`config.mk`:
```
export PLATFORM = sky130hd
export DESIGN_NAME = rr_adaptive_hist
export DESIGN_NICKNAME = d
export VERILOG_FILES = /design/src/rtl/hist_pkg.sv /design/src/rtl/rr_remover.sv /design/src/rtl/bin_store.sv /design/src/rtl/cum_select.sv /design/src/rtl/rr_adaptive_hist.sv
export SDC_FILE = /design/constraint.sdc
export NUM_CORES = 1
export LEC_CHECK = 0
export BUFFER_PORTS_ARGS = -buffer_cell sky130_fd_sc_hd__buf_2
export CAP_MARGIN = 20
export CORE_MARGIN = 5
export CORE_UTILIZATION = 45
export DETAILED_ROUTE_END_ITERATION = 6
export GPL_ROUTABILITY_DRIVEN = 0
export SLEW_MARGIN = 5
export SYNTH_ARGS = -nofsm -noshare
export SYNTH_HDL_FRONTEND = slang
export SYNTH_SLANG_ARGS = --single-unit
```
`constraint.sdc`:
```
create_clock -name clk -period 10 [get_ports clk]
set_input_delay 1.5 -clock clk [delete_from_list [all_inputs] [get_ports clk]]
set_output_delay 1.5 -clock clk [all_outputs]
set_load 0.01 [all_outputs]
```
`src/rtl/hist_pkg.sv`:
```
package hist_pkg;
  // Circular successor of a bin index.
  function automatic int unsigned next_bin(input int unsigned idx, input int unsigned nbins);
    return (idx == nbins - 1) ? 0 : idx + 1;
  endfunction
endpackage

```
`src/rtl/rr_remover.sv`:
```
module rr_remover #(
  parameter int NBINS = 8,
  parameter int CNT_W = 8,
  localparam int SYM_W = $clog2(NBINS)
) (
  input  logic                        clk,
  input  logic                        rst,
  input  logic                        step,
  input  logic [NBINS-1:0][CNT_W-1:0] counts,
  output logic [SYM_W-1:0]            tgt,
  output logic [SYM_W-1:0]            ptr,
  output logic [CNT_W-1:0]            wt
);
  logic [CNT_W-1:0] wt_nxt;

  always_comb begin
    if (wt == '0) begin
      tgt    = SYM_W'(hist_pkg::next_bin(int'(ptr), NBINS));
      wt_nxt = counts[tgt] >> 2;
    end else begin
      tgt    = ptr;
      wt_nxt = wt - 1'b1;
    end
  end

  always_ff @(posedge clk) begin
    if (rst) begin
      ptr <= '0;
      wt  <= '0;
    end else if (step) begin
      ptr <= tgt;
      wt  <= wt_nxt;
    end
  end
endmodule

```
`src/rtl/bin_store.sv`:
```
module bin_store #(
  parameter int NBINS = 8,
  parameter int CNT_W = 8,
  parameter int TOTAL = 256,
  localparam int SYM_W = $clog2(NBINS),
  localparam int INIT  = TOTAL / NBINS
) (
  input  logic                        clk,
  input  logic                        rst,
  input  logic                        upd,
  input  logic [SYM_W-1:0]            add_idx,
  input  logic [SYM_W-1:0]            sub_idx,
  output logic [NBINS-1:0][CNT_W-1:0] counts
);
  for (genvar i = 0; i < NBINS; i++) begin : g_bin
    logic inc, dec;
    assign inc = upd && (add_idx == SYM_W'(i)) && (sub_idx != SYM_W'(i));
    assign dec = upd && (sub_idx == SYM_W'(i)) && (add_idx != SYM_W'(i));
    always_ff @(posedge clk) begin
      if (rst)      counts[i] <= CNT_W'(INIT);
      else if (inc) counts[i] <= counts[i] + 1'b1;
      else if (dec) counts[i] <= counts[i] - 1'b1;
    end
  end
endmodule

```
`src/rtl/cum_select.sv`:
```
module cum_select #(
  parameter int NBINS = 8,
  parameter int CNT_W = 8,
  parameter int CUM_W = 9,
  localparam int SYM_W = $clog2(NBINS)
) (
  input  logic [NBINS-1:0][CNT_W-1:0] counts,
  input  logic [SYM_W-1:0]            sym,
  output logic [CNT_W-1:0]            sym_count,
  output logic [CUM_W-1:0]            sym_cum
);
  logic [CUM_W-1:0] prefix [NBINS+1];
  assign prefix[0] = '0;
  for (genvar i = 0; i < NBINS; i++) begin : g_pre
    assign prefix[i+1] = prefix[i] + CUM_W'(counts[i]);
  end
  assign sym_count = counts[sym];
  assign sym_cum   = prefix[sym];
endmodule

```
`src/rtl/rr_adaptive_hist.sv`:
```
module rr_adaptive_hist #(
  parameter int NBINS = 8,
  parameter int CNT_W = 8,
  parameter int TOTAL = 256,
  localparam int SYM_W = $clog2(NBINS),
  localparam int CUM_W = $clog2(TOTAL) + 1
) (
  input  logic             clk,
  input  logic             rst,
  input  logic             sym_valid,
  input  logic [SYM_W-1:0] sym,
  output logic [CNT_W-1:0] sym_count,
  output logic [CUM_W-1:0] sym_cum
);
  logic [NBINS-1:0][CNT_W-1:0] counts;
  logic [SYM_W-1:0]            tgt, rm_ptr;
  logic [CNT_W-1:0]            rm_wt;
  logic                        upd;

  rr_remover #(.NBINS(NBINS), .CNT_W(CNT_W)) u_rem (
    .clk(clk), .rst(rst), .step(sym_valid), .counts(counts),
    .tgt(tgt), .ptr(rm_ptr), .wt(rm_wt)
  );

  // Floor rule: a bin holding one element is never drained.
  assign upd = sym_valid && (counts[tgt] != CNT_W'(1));

  bin_store #(.NBINS(NBINS), .CNT_W(CNT_W), .TOTAL(TOTAL)) u_bins (
    .clk(clk), .rst(rst), .upd(upd), .add_idx(sym), .sub_idx(tgt), .counts(counts)
  );

  cum_select #(.NBINS(NBINS), .CNT_W(CNT_W), .CUM_W(CUM_W)) u_cum (
    .counts(counts), .sym(sym), .sym_count(sym_count), .sym_cum(sym_cum)
  );
endmodule

```
== Word-level counts from Yosys, hierarchy flattened ==
Index checks and enable logic that the tools add are counted.

* Add/sub/neg operators: 25
* $lt $le $gt $ge: 4
* Eq/ne operators: 30
* Muxes and demuxes: 28
* Bitwise gates (word level): 1
* Reductions and logical operators: 46

{| class="wikitable"
|+ Operators by type and width
! cell !! count
|-
| 2-to-1 mux 8 bit || 20
|-
| binary-select mux 8 bit (select 3 bit) || 3
|-
| subtractor 8 x 1 -> 8 bit (second input constant) || 9
|-
| adder 8 x 1 -> 8 bit (second input constant) || 8
|-
| adder 9 x 8 -> 9 bit || 6
|-
| binary-select mux 9 bit (select 4 bit) || 1
|-
| logical AND 1 bit || 33
|-
| == test 3 bit (second input constant) || 9
|-
| != test 3 bit (second input constant) || 8
|-
| 2-to-1 mux 9 bit || 2
|-
| nonzero test 2 bit || 8
|-
| == test 3 x 2 -> 1 bit (second input constant) || 4
|-
| less-than comparator 3 x 4 -> 1 bit (second input constant) || 3
|-
| != test 3 x 2 -> 1 bit (second input constant) || 4
|-
| adder 8 x 8 -> 9 bit || 1
|-
| logical NOT 8 bit || 1
|-
| != test 8 x 1 -> 1 bit (second input constant) || 1
|-
| == test 3 x 1 -> 1 bit (second input constant) || 2
|-
| logical NOT 3 bit || 2
|-
| 2-to-1 mux 3 bit || 2
|-
| != test 3 x 1 -> 1 bit (second input constant) || 2
|-
| nonzero test 3 bit || 2
|-
| greater-or-equal comparator 4 x 5 -> 1 bit (second input constant) || 1
|-
| inverter 3 -> 4 bit || 1
|-
| adder 3 x 1 -> 3 bit (second input constant) || 1
|}

* Register bits after elaboration: 75
* Input bits: 6
* Output and inout port bits: 17
* Logic and storage cells: 144

== Longest topological paths before layout ==
* Word-level depth: 11
* Gate-level depth with buffers: 31
* Depth with buffers taken out: 31

== Hierarchy ==
A second synthesis with hierarchy kept.

* Cell total of the unflattened synthesis: 1054
* Area total of the unflattened synthesis: 9064.9 um2

{| class="wikitable"
|+ By module, submodules not included
! module !! instances !! cells an instance !! area each (um2) !! sequential area each (um2)
|-
| bin_store || 1 || 535 || 4694.5 || 1281.2
|-
| cum_select || 1 || 355 || 3041.7 || 0.0
|-
| rr_remover || 1 || 131 || 1096.1 || 220.2
|-
| rr_adaptive_hist || 1 || 33 || 232.7 || 0.0
|}

== Worst setup path before layout ==
Ideal clock, no wire load.

* Path kind: reg2out
* From: register u_bins.counts[0] in the netlist's numbering
* To: output sym_cum[8]
* Arrival: 6.473 ns
* Required time: 8.500 ns
* Setup slack: 2.027 ns
* Cell stages (with the launch flop): 29
* Buffers on the path: 0
* Cells stage by stage: dfxtp_1 -> ha_1 -> inv_1 -> fa_1 -> nor2b_1 -> nor2_1 -> nor2_1 -> nor2_1 -> xnor2_1 -> ha_1 -> and3_1 -> a221o_1 -> nor2_1 -> xnor2_1 -> ha_1 -> or4_1 -> and2_1 -> ha_1 -> or2_2 -> a21o_1 -> and2_1 -> ha_1 -> xor2_1 -> ha_1 -> o21ai_0 -> a21oi_1 -> xnor3_1 -> or4b_2 -> nand4_1

* Cells in the longest elaborated chain, start to end: 10

{| class="wikitable"
|+ RTL lines
! what !! line !! text
|-
| start, declared || bin_store.sv:13 || <nowiki>output logic [NBINS-1:0][CNT_W-1:0] counts</nowiki>
|-
| start signal, assigned by index || bin_store.sv:20 || <nowiki>if (rst) counts[i] <= CNT_W'(INIT);</nowiki>
|-
| start signal, assigned by index || bin_store.sv:21 || <nowiki>else if (inc) counts[i] <= counts[i] + 1'b1;</nowiki>
|-
| start signal, assigned by index || bin_store.sv:22 || <nowiki>else if (dec) counts[i] <= counts[i] - 1'b1;</nowiki>
|-
| adder 8 x 8 -> 9 bit * || cum_select.sv:15 || <nowiki>assign prefix[i+1] = prefix[i] + CUM_W'(counts[i]);</nowiki>
|-
| adder 9 x 8 -> 9 bit (6 in series) || cum_select.sv:15 ||
|-
| binary-select mux 9 bit (select 4 bit) * || cum_select.sv:18 || <nowiki>assign sym_cum = prefix[sym];</nowiki>
|-
| 2-to-1 mux 9 bit (implied by the code) * (2 in series) || cum_select.sv:18 ||
|-
| end, declared || rr_adaptive_hist.sv:13 || <nowiki>output logic [CUM_W-1:0] sym_cum</nowiki>
|}

Mark *: on every way between the ends. The rest lies on a longest branch, timed or not. The select of a mux whose other input is x is not followed.

== Worst setup path in the final report ==
Same ends and word-level chain as after synthesis.

==> run summary <==
Synthesis-to-layout area growth -> 8.02%
Outcome -> finished, final reports clean
Most frequent cells in the layout -> a21oi_1, ha_1, nand2_1
PwrDens -> 389 mW/mm^2
Initial antenna violation count -> 1
Peak VDD IR -> 164 uV
Via Count -> 8845
CTS-repair resized insts -> 0
DRT iter0 DRCs -> 668
1st-pass router iterations -> 7
Post-Place Setup Slack -> 1.44 ns
Vias in the first global route -> 8231
Placed cell count -> 1370
Port Buffer Count -> 22
I/O Pins -> 23
Post-synthesis cell area -> 0.00900 mm^2
Final Cell Area -> 0.00972 mm^2
Die H -> 151 um
Post-Route Skew -> 0.00717 ns
Endpoints failing hold -> 0
# rows -> 51
Final min period -> 8.96 ns
Die area -> 0.0229 mm^2
Gr busiest metal -> met2
Slew @ Worst Pin -> 0.951 ns
Remaining antenna violation count -> 0
Post-Syn Instances -> 1121
Grt ovf -> 0
Max-cap violations -> 0
# DRC -> 0
EDFF count, synth -> 0
Area share of the largest cell type after synthesis -> 16.7%
Hold_buf cts -> 0
Yosys cell types -> 78
All-Layer GR Usage -> 26.4%
Dominant cells by area after synthesis -> dfxtp_1, ha_1, a21oi_1
Critical path type -> reg -> out
Met2 Resource Use GR -> 39.3%
Power, Total -> 3780 uW
DP HPWL -> 21.8 mm
Most used DFF post-synth -> dfxtp_1
Seq/Total Area, Yosys -> 16.7%
Hold Path Class -> reg -> reg
Synth Net Count -> 1241
Starting density of the core -> 45.9%
CTS tree -> built
Most common cell after layout, fill and taps aside -> a21oi_1
Final setup violating endpoints -> 0
RSZ-0062 raised after global routing -> false
Fmax -> 112 MHz
CP max stage delay -> 0.67 ns
Asr flop ratio synth -> 0%
Dpl cell area -> 0.00932 mm^2
Area leader, netlist -> dfxtp_1
Fill cells -> 1952
Slew margin rel. -> 36.4%
Leakage power -> 0.00389 uW
WL final -> 29.8 mm
Die X -> 151 um
Startpoint Class -> flip-flop
H-tree lvl count -> 3
Maximum fanout along the worst path -> 9
Ant. Diodes -> 0
Arrival time worst endpoint -> 7.46 ns
CP Data Required Time -> 8.50 ns
Num CTS Buffers -> 9
CP most frequent cell -> ha_1
First-pass GRT wire length -> 46.7 mm
Clk buf depth -> 2
Post-CTS Setup Repair Bufs -> 0
Crit-path slowest cell -> or4b_2
Synth warn -> 0
Syn avg cell area -> 8.03 um^2
Drt via density -> 6.38
Synth Register Bits -> 75
WL/cell -> 21.5 um
Period utilization -> 89.6%
Nets -> 1237
Setup TNS -> 0 ns
Clock-pin slew on the worst setup and hold paths -> 0.06 ns
Critical path capture point type -> output pin
Max Slew Vio Count -> 0
Cell Count, Final, Fillers Out -> 1387
Final Worst Setup Slack -> 1.04 ns
Core region area -> 0.0196 mm^2
Met1 GRT Util -> 37.5%
Clock sink count -> 75
Largest net degree at the start of global routing -> 79
Layout cell share with drive strength beyond 1 -> 9.27%
Met3 Use GR -> 5.83%
Later-pin clock latency in the skew report -> 0.34 ns
Root buffer cell -> clkbuf_16
==> worst max-delay path, delay by kind of cell (launching register included) <==
kind            cells  cell delay (ns)
simple gates       12             2.66
buf+inv             2             0.19
xor+xnor            4             0.80
fa+ha+maj           7             2.18
compound gates      4             0.79
flops               1             0.51
==> logic make-up (layout without fill, tap and decap cells) <==
family                   count (synthesis)  count (layout)  synth area share, %
buffers and inverters                   88              89                 3.88
AO/OA/AOI/OAI                          366             366                 26.8
flip-flops                              75              75                 16.7
XOR/XNOR                                72              72                 7.31
adder cells (fa/ha/maj)                114             114                 17.0
AND/OR/NAND/NOR                        352             352                 19.2
multiplexers                            54              54                 9.16
==> sequential cells by signal, indices dropped and copies added, names as in the netlist <==
signal	cells
u_rem.ptr	3
u_rem.wt	8
u_bins.counts	64
==> cell usage after synthesis (14+ instances only) <==
cell        n
ha_1      100
inv_1      39
nor2_1     83
or3_1      17
xnor2_1    57
mux2_2     17
a21oi_1   114
nand2_1    88
a311oi_1   14
mux2i_1    16
dfxtp_1    75
nand3_1    50
fa_1       14
o21ai_0    79
nor2b_1    14
a21o_1     20
clkbuf_1   35
nor3_1     30
mux4_2     21
==> where the power goes <==
part / total, uW / switching [uW] / internal [uW] / leakage (uW)
logic: 2860 / 1610 / 1250 / 0.00310
registers: 503 / 142 / 361 / 0.000611
clock network: 415 / 132 / 283 / 0.000183
total: 3780 / 1890 / 1890 / 0.00389
==> final timing paths <==
path | startpoint | endpoint | slack (ns) | depth (start not counted)
max | u_bins.counts[0] | sym_cum[8] | 1.04 | 29
min | u_rem.ptr[1] | u_rem.ptr[1] | 0.50 | 2
max reg2reg | u_rem.ptr[1] | u_bins.counts[39] | 3.80 | 18
min reg2reg | u_rem.ptr[1] | u_rem.ptr[1] | 0.50 | 2
==> through the flow <==
stage	util (%)	hold slack [ns]
after floorplan	-	0.452
after global placement	47.5	0.479
after detailed placement	47.6	0.483
after CTS	49.5	0.492
after global routing	49.6	0.534
final	49.6	0.499
==> layer usage <==
metal  routed length (um)  part of all wire (%)  vias to the layer above
met5                   13                 0.044                        -
met4                  995                   3.3                        2
met3                 2550                   8.6                       64
met2                12700                    43                      327
met1                13500                    45                     4200
li1                     -                     -                     4252
==> layout make-up <==
type / count / area [um^2] / area share, %
multi-input combinational: 958 / 7150 / 73.6
sequential: 75 / 1500 / 15.4
tap: 265 / 332 / 3.41
clock buffer: 12 / 256 / 2.64
timing repair buffer: 32 / 201 / 2.07
inverter: 41 / 154 / 1.58
clock inverter: 4 / 120 / 1.24
Power figures use the tool's default switching activity.
